--- src/rtl/cfg_bank_pkg.sv ---
package cfg_bank_pkg;
  localparam int BYTE_W  = 8;
  localparam int NUM_OUT = 4;
  localparam int FS_W    = 4;
  localparam int N_W     = 10;
  localparam int M_W     = 6;
  localparam int PIN_W   = FS_W + 1;

  localparam int A_CTRL  = 0;
  localparam int A_OEN   = 1;
  localparam int A_STOP  = 2;
  localparam int A_PINS  = 3;
  localparam int A_VREV  = 4;
  localparam int A_DEVID = 5;
  localparam int A_DIVEN = 9;
  localparam int A_DIVHI = 10;
  localparam int A_DIVLO = 11;

  localparam logic [BYTE_W-1:0] VREV_VAL  = 8'h01;
  localparam logic [BYTE_W-1:0] DEVID_VAL = 8'h43;
  localparam logic [BYTE_W-1:0] OEN_RSV   = 8'h99;

  // bit position of output i inside bytes 1 and 2
  localparam int OUT_POS [NUM_OUT] = '{1, 2, 5, 6};

  typedef struct packed {
    logic [FS_W-1:0] fs;
    logic            spread_en;
    logic            sw_sel;
    logic            stop_hiz;
    logic            spread_center;
  } ctrl_t;
endpackage

--- src/rtl/cfg_strap_sync.sv ---
module cfg_strap_sync #(
  parameter int W      = 5,
  parameter int STAGES = 2
) (
  input  logic         clk_i,
  input  logic         rst_ni,
  input  logic [W-1:0] d_i,
  output logic [W-1:0] q_o
);
  logic [STAGES-1:0][W-1:0] stg_q;

  always_ff @(posedge clk_i or negedge rst_ni) begin
    if (!rst_ni) stg_q <= '0;
    else begin
      stg_q[0] <= d_i;
      for (int i = 1; i < STAGES; i++) stg_q[i] <= stg_q[i-1];
    end
  end

  assign q_o = stg_q[STAGES-1];
endmodule

--- src/rtl/cfg_regs.sv ---
module cfg_regs
  import cfg_bank_pkg::*;
#(
  parameter int                ADDR_W = 4,
  parameter logic [N_W-1:0]    DEF_N  = 10'd92,
  parameter logic [M_W-1:0]    DEF_M  = 6'd0
) (
  input  logic                clk_i,
  input  logic                rst_ni,
  input  logic [ADDR_W-1:0]   addr_i,
  input  logic                wr_en_i,
  input  logic [BYTE_W-1:0]   wdata_i,
  input  logic [PIN_W-1:0]    strap_raw_i,
  input  logic [PIN_W-1:0]    pins_sync_i,
  output ctrl_t               ctrl_o,
  output logic [NUM_OUT-1:0]  out_en_o,
  output logic [NUM_OUT-1:0]  stop_en_o,
  output logic                ref_en_o,
  output logic                mn_en_o,
  output logic [N_W-1:0]      n_o,
  output logic [M_W-1:0]      m_o,
  output logic [BYTE_W-1:0]   rdata_o
);
  ctrl_t               ctrl_q, wr_ctrl;
  logic                strap_done_q;
  logic [NUM_OUT-1:0]  oen_q, stop_q;
  logic                ref_en_q, mn_en_q;
  logic [N_W-1:0]      n_q;
  logic [M_W-1:0]      m_q;
  logic [BYTE_W-1:0]   oen_byte, stop_byte;

  assign wr_ctrl = ctrl_t'(wdata_i);

  function automatic logic sel(input logic [ADDR_W-1:0] a, input int idx);
    return wr_en_i && (a == ADDR_W'(idx));
  endfunction

  always_ff @(posedge clk_i or negedge rst_ni) begin
    if (!rst_ni) begin
      ctrl_q       <= '0;
      strap_done_q <= 1'b0;
      oen_q        <= '1;
      stop_q       <= '0;
      ref_en_q     <= 1'b1;
      mn_en_q      <= 1'b0;
      n_q          <= DEF_N;
      m_q          <= DEF_M;
    end else begin
      if (!strap_done_q) begin
        // one-shot strap capture has priority over host writes
        ctrl_q.fs        <= strap_raw_i[PIN_W-1:1];
        ctrl_q.spread_en <= strap_raw_i[0];
        strap_done_q     <= 1'b1;
      end else if (sel(addr_i, A_CTRL)) begin
        if (ctrl_q.sw_sel) begin
          ctrl_q.fs        <= wr_ctrl.fs;
          ctrl_q.spread_en <= wr_ctrl.spread_en;
        end
        ctrl_q.sw_sel        <= wr_ctrl.sw_sel;
        ctrl_q.stop_hiz      <= wr_ctrl.stop_hiz;
        ctrl_q.spread_center <= wr_ctrl.spread_center;
      end
      if (sel(addr_i, A_OEN))
        for (int i = 0; i < NUM_OUT; i++) oen_q[i] <= wdata_i[OUT_POS[i]];
      if (sel(addr_i, A_STOP))
        for (int i = 0; i < NUM_OUT; i++) stop_q[i] <= wdata_i[OUT_POS[i]];
      if (sel(addr_i, A_DIVEN)) begin
        mn_en_q  <= wdata_i[7];
        ref_en_q <= wdata_i[5];
      end
      if (sel(addr_i, A_DIVHI)) begin
        n_q[8] <= wdata_i[7];
        n_q[9] <= wdata_i[6];
        m_q    <= wdata_i[M_W-1:0];
      end
      if (sel(addr_i, A_DIVLO)) n_q[7:0] <= wdata_i;
    end
  end

  always_comb begin
    oen_byte  = OEN_RSV;
    stop_byte = '0;
    for (int i = 0; i < NUM_OUT; i++) begin
      oen_byte[OUT_POS[i]]  = oen_q[i];
      stop_byte[OUT_POS[i]] = stop_q[i];
    end
  end

  always_comb begin
    case (addr_i)
      ADDR_W'(A_CTRL):  rdata_o = ctrl_q;
      ADDR_W'(A_OEN):   rdata_o = oen_byte;
      ADDR_W'(A_STOP):  rdata_o = stop_byte;
      ADDR_W'(A_PINS):  rdata_o = {pins_sync_i, 3'b000};
      ADDR_W'(A_VREV):  rdata_o = VREV_VAL;
      ADDR_W'(A_DEVID): rdata_o = DEVID_VAL;
      ADDR_W'(A_DIVEN): rdata_o = {mn_en_q, 1'b0, ref_en_q, 5'b00000};
      ADDR_W'(A_DIVHI): rdata_o = {n_q[8], n_q[9], m_q};
      ADDR_W'(A_DIVLO): rdata_o = n_q[7:0];
      default:          rdata_o = '0;
    endcase
  end

  assign ctrl_o    = ctrl_q;
  assign out_en_o  = oen_q;
  assign stop_en_o = stop_q;
  assign ref_en_o  = ref_en_q;
  assign mn_en_o   = mn_en_q;
  assign n_o       = n_q;
  assign m_o       = m_q;
endmodule

--- src/rtl/cfg_eff_sel.sv ---
module cfg_eff_sel
  import cfg_bank_pkg::*;
#(
  parameter logic [N_W-1:0] DEF_N = 10'd92,
  parameter logic [M_W-1:0] DEF_M = 6'd0
) (
  input  logic             sw_sel_i,
  input  logic [FS_W-1:0]  reg_fs_i,
  input  logic             reg_spread_i,
  input  logic [PIN_W-1:0] pins_sync_i,
  input  logic             mn_en_i,
  input  logic [N_W-1:0]   n_i,
  input  logic [M_W-1:0]   m_i,
  output logic [FS_W-1:0]  eff_fs_o,
  output logic             eff_spread_o,
  output logic [N_W-1:0]   pll_n_o,
  output logic [M_W-1:0]   pll_m_o
);
  always_comb begin
    if (sw_sel_i) begin
      eff_fs_o     = reg_fs_i;
      eff_spread_o = reg_spread_i;
    end else begin
      eff_fs_o     = pins_sync_i[PIN_W-1:1];
      eff_spread_o = pins_sync_i[0];
    end
    pll_n_o = mn_en_i ? n_i : DEF_N;
    pll_m_o = mn_en_i ? m_i : DEF_M;
  end
endmodule

--- src/rtl/cfg_bank.sv ---
module cfg_bank
  import cfg_bank_pkg::*;
#(
  parameter int             ADDR_W      = 4,
  parameter int             SYNC_STAGES = 2,
  parameter logic [N_W-1:0] DEF_N       = 10'd92,
  parameter logic [M_W-1:0] DEF_M       = 6'd0
) (
  input  logic                clk_i,
  input  logic                rst_ni,
  input  logic [ADDR_W-1:0]   addr_i,
  input  logic                wr_en_i,
  input  logic [BYTE_W-1:0]   wdata_i,
  output logic [BYTE_W-1:0]   rdata_o,
  input  logic [FS_W-1:0]     strap_fs_i,
  input  logic                strap_spread_i,
  output logic [FS_W-1:0]     eff_fs_o,
  output logic                eff_spread_en_o,
  output logic                spread_center_o,
  output logic                stop_hiz_o,
  output logic [NUM_OUT-1:0]  out_en_o,
  output logic [NUM_OUT-1:0]  stop_en_o,
  output logic                ref_en_o,
  output logic [N_W-1:0]      pll_n_o,
  output logic [M_W-1:0]      pll_m_o
);
  logic [PIN_W-1:0] strap_raw, pins_sync;
  ctrl_t            ctrl;
  logic             mn_en;
  logic [N_W-1:0]   n_reg;
  logic [M_W-1:0]   m_reg;

  assign strap_raw = {strap_fs_i, strap_spread_i};

  cfg_strap_sync #(.W(PIN_W), .STAGES(SYNC_STAGES)) u_sync (
    .clk_i (clk_i),
    .rst_ni(rst_ni),
    .d_i   (strap_raw),
    .q_o   (pins_sync)
  );

  cfg_regs #(.ADDR_W(ADDR_W), .DEF_N(DEF_N), .DEF_M(DEF_M)) u_regs (
    .clk_i      (clk_i),
    .rst_ni     (rst_ni),
    .addr_i     (addr_i),
    .wr_en_i    (wr_en_i),
    .wdata_i    (wdata_i),
    .strap_raw_i(strap_raw),
    .pins_sync_i(pins_sync),
    .ctrl_o     (ctrl),
    .out_en_o   (out_en_o),
    .stop_en_o  (stop_en_o),
    .ref_en_o   (ref_en_o),
    .mn_en_o    (mn_en),
    .n_o        (n_reg),
    .m_o        (m_reg),
    .rdata_o    (rdata_o)
  );

  cfg_eff_sel #(.DEF_N(DEF_N), .DEF_M(DEF_M)) u_sel (
    .sw_sel_i    (ctrl.sw_sel),
    .reg_fs_i    (ctrl.fs),
    .reg_spread_i(ctrl.spread_en),
    .pins_sync_i (pins_sync),
    .mn_en_i     (mn_en),
    .n_i         (n_reg),
    .m_i         (m_reg),
    .eff_fs_o    (eff_fs_o),
    .eff_spread_o(eff_spread_en_o),
    .pll_n_o     (pll_n_o),
    .pll_m_o     (pll_m_o)
  );

  assign spread_center_o = ctrl.spread_center;
  assign stop_hiz_o      = ctrl.stop_hiz;
endmodule

--- config.mk ---
export PLATFORM = sky130hd
export DESIGN_NAME = cfg_bank
export DESIGN_NICKNAME = d
export VERILOG_FILES = /design/src/rtl/cfg_bank_pkg.sv /design/src/rtl/cfg_strap_sync.sv /design/src/rtl/cfg_regs.sv /design/src/rtl/cfg_eff_sel.sv /design/src/rtl/cfg_bank.sv
export SDC_FILE = /design/constraint.sdc
export NUM_CORES = 1
export LEC_CHECK = 0
export ABC_AREA = 1
export BUFFER_PORTS_ARGS = -buffer_cell sky130_fd_sc_hd__buf_2
export CORE_MARGIN = 1.5
export CORE_UTILIZATION = 30
export DETAILED_ROUTE_END_ITERATION = 12
export HOLD_SLACK_MARGIN = 0.03
export PLACE_DENSITY = 0.61
export SLEW_MARGIN = 0
export SYNTH_ARGS = -nofsm -noshare
export SYNTH_HDL_FRONTEND = slang
export SYNTH_SLANG_ARGS = --single-unit
--- constraint.sdc ---
create_clock -name clk_i -period 1.5 [get_ports clk_i]
set_input_delay 0.15 -clock clk_i [delete_from_list [all_inputs] [get_ports clk_i]]
set_output_delay 0.15 -clock clk_i [all_outputs]
set_load 0.01 [all_outputs]
==> flow_summary.json, run 1 <==
{
  "clock_latency_ns": 0.30,
  "finalPower_mw": 3.56,
  "synth.most_common_cell": "nand2_1",
  "final_nets": 398,
  "synthDistinctLibCells": 22,
  "startpoint_type": "flip-flop",
  "drt-met1-wl_mm": 3.10,
  "rr_startpoint": "u_regs.strap_done_q",
  "cp-end-kind": "primary output",
  "num_vias": 2178,
  "routed-wl-met3_um": 323,
  "clock_path_buffers": 2,
  "timing.fmax_mhz": 693,
  "clock_sinks": 45,
  "yosys_warnings": 0,
  "row_count": 31,
  "antenna_found_initial": 0,
  "start_util": 0.314,
  "p_leak_nw": 1.62,
  "finish.instance_area_um2": 2960,
  "r2r_slack_ns": 0.22,
  "post_dp_cell_area_um2": 2740,
  "setup_viol": 0,
  "ys_ff_latch": 45,
  "syn_inst": 308,
  "area_delta_synth_final_pct": 28.6,
  "path_max_fanout": 3,
  "p_per_area_nw_per_um2": 1200,
  "routed-wl-met2_mm": 3.11,
  "firstDrtPassIters": 5,
  "io-pin-count": 60,
  "ys_seq_area_frac": 0.494,
  "grt_start_max_net_pins": 46,
  "path_class": "reg -> out",
  "portBuffers": 59,
  "drc": 0,
  "die_h_um": 90.6,
  "fin_crit_sh": 0.962,
  "critPathLaunch": "u_regs.out_en_o[1]",
  "drive_above_1_share": 0.259,
  "routed_wl_mm": 6.57,
  "cts_tree": "built",
  "clkSlewWorstSetupHoldPaths_ns": 0.09,
  "min_period_ns": 1.44,
  "grt_pass1_vias": 2081,
  "place_inst": 462,
  "status": "complete, no violations",
  "syn_nets": 328,
  "synth_top_area_frac": 0.392,
  "hold_path.class": "in -> reg",
  "dp_hpwl_mm": 4.98,
  "cts_root_buf": "clkbuf_8",
  "grt_pass1_wl_mm": 10.7,
  "fin_hold_ws_ns": 0.0660,
  "ir_drop_mv": 0.452,
  "async_flop_share": 1.00,
  "antenna-diode-count": 0,
  "cts_made_buffers": 5,
  "arrival_ns": 1.29,
  "wire_per_inst_um": 13.7,
  "h-tree-depth": 2,
  "drt_iter0_markers": 178,
  "synthTopCellsByCount": "110 x nand2_1, 36 x dfrtp_1, 36 x inv_1, 32 x nand3_1, 27 x o21ai_0",
  "via_per_inst": 4.56,
  "hold_start": "wdata_i[2]",
  "ant_nets": 0,
  "worst_slack_ns": 0.0567,
  "maxCapViolCount": 0,
  "fin_cells": 478,
  "core_area_um2": 7330,
  "dieArea_um2": 8200,
  "yosys-top-cells-area": "dfrtp_1 39%, nand2_1 18%, dfstp_2 10%, nand3_1 7.0%, inv_1 5.9%",
  "synthesis.area_um2": 2300,
  "dpl_worst_slack_ns": 0.0707,
  "final_max_slew_viol_count": 0,
  "synthFlopType": "dfrtp_1",
  "skew_ns": 0.00540,
  "synth_largest_area_cell": "dfrtp_1",
  "synth_edf_count": 0,
  "track_usage": 0.166,
  "gp_congestion": 0.868,
  "top_layer": "met4",
  "hold_viol": 0,
  "fin_tns_setup_ns": 0,
  "grt-ovfl-total": 0,
  "syn_avg_cell_area_um2": 7.47,
  "crit_required_ns": 1.35,
  "die_x_um": 90.6,
  "utilization": 0.404
}
==> cells in the final DEF (no fill, tap or decap) <==
master	count
dfrtp_2	1
inv_6	1
o21ai_1	1
o21a_1	4
clkbuf_8	5
inv_1	36
nor2_4	2
o21ai_0	26
inv_2	2
dlygate4sd3_1	6
dfrtp_1	35
nand2_1	110
buf_12	2
nor2_1	17
buf_4	6
conb_1	1
dfstp_2	9
bufinv_16	2
a31oi_1	1
nand3_1	32
nand2_2	1
mux2_2	2
o211ai_1	2
a21oi_1	1
nand4_1	8
nor2_2	3
or2_2	3
nor3_1	1
buf_2	59
==> power by group <==
group,internal (mW),switching [mW]
Clock,0.671,0.460
Sequential,1.44,0.173
Combinational,0.341,0.467
Total,2.46,1.10
==> routing by layer <==
layer,vias up,track usage
met5,-,0
met4,0,0.0331
met3,4,0.0379
met2,58,0.268
met1,1002,0.228
li1,1114,-
==> layout make-up <==
type | count | area [um^2]
multi-input cells | 215 | 976
clock buffers | 5 | 68.8
fillers | 768 | 4370
repair buffers | 73 | 440
flip-flops and latches | 45 | 1140
well taps | 99 | 124
inverters | 38 | 143
clock inverters | 3 | 68.8
==> worst paths after layout <==
check / cells after the start / to
setup reg to reg: 4 / u_regs.ctrl_o[2]
hold / removal: 3 / u_regs.m_o[2]
min in group asynchronous: 3 / u_sync.q_o[4]
hold reg to reg: 0 / u_sync.q_o[4]
max in group asynchronous: 3 / u_regs.ref_en_o
setup / recovery: 5 / rdata_o[2]
==> what timing repair did <==
item                                   4_1_cts  5_1_grt
buffers inserted                             0        2
resized for setup                            1        4
endpoints found under the hold margin       41        0
setup endpoints to repair                    3        5
hold buffers                                 6        0
==> registers in the layout, summed over array words and instances (netlist names) <==
signal / flops
u_regs.out_en_o: 4
u_sync.stg_q: 5
u_regs.n_o: 10
u_sync.q_o: 5
u_regs.mn_en_o: 1
u_regs.m_o: 6
u_regs.ctrl_o: 8
u_regs.stop_en_o: 4
u_regs.ref_en_o: 1
u_regs.strap_done_q: 1
==> critical path, cell delays in order, from the launching register on <==
cell	delay, ns
dfstp_2	0.56
nand3_1	0.07
nand2_1	0.10
nor2_1	0.05
nand2_1	0.07
buf_2	0.13
==> cells by family after synthesis <==
family          Yosys count  synth area share
flops                    45             0.494
other cells               1           0.00163
simple gates            177             0.328
compound gates           35            0.0832
mux                       2           0.00979
buf+inv                  48            0.0827
No activity file was read; power rests on OpenSTA's default activity.
==> inputs of run 2 (changes only) <==
- CORE_UTILIZATION: 30 -> 50
- PLACE_DENSITY: 0.61 -> 0.87
- SYNTH_HIERARCHICAL: default -> 1
==> run 2 against run 1 <==
Against the previous run:
- clock-buffer cell count is the same
- clock power down 5%
- global-route usage is 9.1 points higher
- sequential power about the same
- largest cell class unchanged
- largest power group unchanged
==> flow_summary.json, run 2 <==
{
  "status": "complete, no violations",
  "portBuffers": 59,
  "num_vias": 2168,
  "clock_path_buffers": 2,
  "dp_hpwl_mm": 4.43,
  "grt_pass1_wl_mm": 10.1,
  "synthDistinctLibCells": 24,
  "hold_viol": 0,
  "antenna-diode-count": 0,
  "fin_tns_setup_ns": 0,
  "row_count": 24,
  "arrival_ns": 1.29,
  "crit_required_ns": 1.35,
  "yosys_warnings": 6,
  "p_leak_nw": 1.57,
  "ir_drop_mv": 0.747,
  "synth_top_family_by_area": "simple AND/OR/NAND/NOR gates",
  "track_usage": 0.257,
  "syn_inst": 290,
  "grt_pass1_vias": 2042,
  "fin_crit_sh": 0.959,
  "path_max_fanout": 9,
  "h-tree-depth": 2,
  "synth_top_area_frac": 0.390,
  "fin_cells": 412,
  "rsz0062_at_grt": "false",
  "start_util": 0.526,
  "utilization": 0.650,
  "timing.fmax_mhz": 695,
  "p_per_area_nw_per_um2": 1220,
  "rr_startpoint": "u_regs/strap_done_q",
  "synthTopCellsByCount": "107 x nand2_1, 36 x dfrtp_1, 22 x inv_1, 20 x nand3_1, 15 x o21ai_2",
  "cts_root_buf": "clkbuf_8",
  "synth_edf_count": 0,
  "grt-ovfl-total": 0,
  "routed_wl_mm": 6.07,
  "cts_made_buffers": 5,
  "dieArea_um2": 5030,
  "wire_per_inst_um": 14.7,
  "synthesis.area_um2": 2310,
  "finalPower_mw": 3.48,
  "core_area_um2": 4380,
  "cp-end-kind": "primary output",
  "syn_nets": 310,
  "die_x_um": 70.9,
  "async_flop_share": 1.00,
  "gp_congestion": 0.844,
  "die_h_um": 70.9,
  "critPathLaunch": "u_regs/ctrl_o[2]",
  "critPathCapture": "rdata_o[2]",
  "setup_viol": 0,
  "synth-adder-area-share": 0,
  "clkSlewWorstSetupHoldPaths_ns": 0.08,
  "ys_ff_latch": 45,
  "firstDrtPassIters": 5,
  "io-pin-count": 60,
  "drive_above_1_share": 0.356,
  "clock_sinks": 45,
  "place_inst": 395,
  "yosys-top-cells-area": "dfrtp_1 39%, nand2_1 17%, dfstp_2 10%, o21ai_2 5.7%, nand3_1 4.3%",
  "synth.most_common_cell": "nand2_1",
  "hold_path.class": "in -> reg",
  "fin_hold_ws_ns": 0.141,
  "ys_seq_area_frac": 0.493,
  "muxShareOfSynthArea": 0,
  "r2r_slack_ns": 0.40,
  "maxCapViolCount": 0,
  "drt_iter0_markers": 138,
  "synth-xor-area-share": 0,
  "antenna_found_initial": 0,
  "fillers": 372,
  "path_class": "reg -> out",
  "clock_latency_ns": 0.29,
  "r2r_cells": 3,
  "drc": 0,
  "synthFlopType": "dfrtp_1",
  "grt_start_max_net_pins": 46,
  "via_per_inst": 5.26,
  "area_delta_synth_final_pct": 23.4,
  "skew_ns": 0.00133,
  "synthSimpleGateAreaFrac": 0.310,
  "final_common_cell": "nand2_1",
  "final_cell_mix": "107 x nand2_1, 59 x buf_2, 34 x dfrtp_1",
  "ant_nets": 0,
  "final_max_slew_viol_count": 0,
  "r2r-end": "u_regs/ctrl_o[7]",
  "min_period_ns": 1.44,
  "synth_largest_area_cell": "dfrtp_1",
  "largest_reg_flops": 10,
  "startpoint_type": "flip-flop",
  "final_nets": 379,
  "synth_compound_area_frac": 0.0992,
  "cts_tree": "built",
  "syn_avg_cell_area_um2": 7.96
}
run 2: stage by stage:
step	setup slack (ns)	cell area [um^2]
global placement	0.154	2630
finish	0.0621	2850
CTS	0.0147	2820
global route	0.0112	2850
detailed placement	0.183	2630
floorplan	0.369	2310
run 2: layout make-up:
class	count	area [um^2]	area share
flip-flops and latches	45	1140	0.400
well taps	52	65.1	0.0228
clock buffers	5	68.8	0.0242
multi-input cells	200	950	0.333
repair buffers	74	435	0.153
inverters	33	124	0.0435
clock inverters	3	65.1	0.0228
run 2: repair_timing:
action	4_1_cts	5_1_grt
pin swaps	0	0
endpoints found under the setup margin	5	2
setup buffers	0	3
resized for setup	1	2
hold endpoints to repair	41	0
hold buffers	6	0
run 2: logic make-up after synthesis:
logic type,after synthesis
and+or+nand+nor,165
DFF,45
AOI/OAI and AO/OA,34
other,1
buffers and inverters,45
run 2: worst min path at each step:
stage | startpoint | to | slack, ns | cells after the start
floorplan | rst_ni | u_regs/ctrl_o[0] | -0.15 | 0
global placement | rst_ni | u_regs/stop_en_o[1] | 0.14 | 2
detailed placement | rst_ni | u_sync/q_o[3] | 0.15 | 2
CTS | wdata_i[4] | u_regs/n_o[4] | 0.14 | 3
global route | wdata_i[4] | u_regs/n_o[4] | 0.13 | 3
finish | wdata_i[4] | u_regs/n_o[4] | 0.14 | 3
run 2: per-layer routing:
| metal | vias up | part of all wire | GRT usage |
|---|---|---|---|
| met2 | 97 | 0.48 | 0.422 |
| met5 | - | 0 | 0 |
| met1 | 1013 | 0.45 | 0.356 |
| li1 | 1050 | - | - |
| met3 | 8 | 0.064 | 0.0442 |
| met4 | 0 | 0.0091 | 0.0650 |
run 2: critical path: stages (launching register included):
cell and delay [ns]:
dfrtp_2 0.48, nand3_1 0.11, nand2_1 0.07, nor2_2 0.14, nand2_1 0.06, buf_2 0.14
run 2: report_power, final:
part / switching, mW / leakage, nW / internal, mW
Clock: 0.407 / 0.0681 / 0.661
Combinational: 0.459 / 0.961 / 0.338
Sequential: 0.181 / 0.535 / 1.44
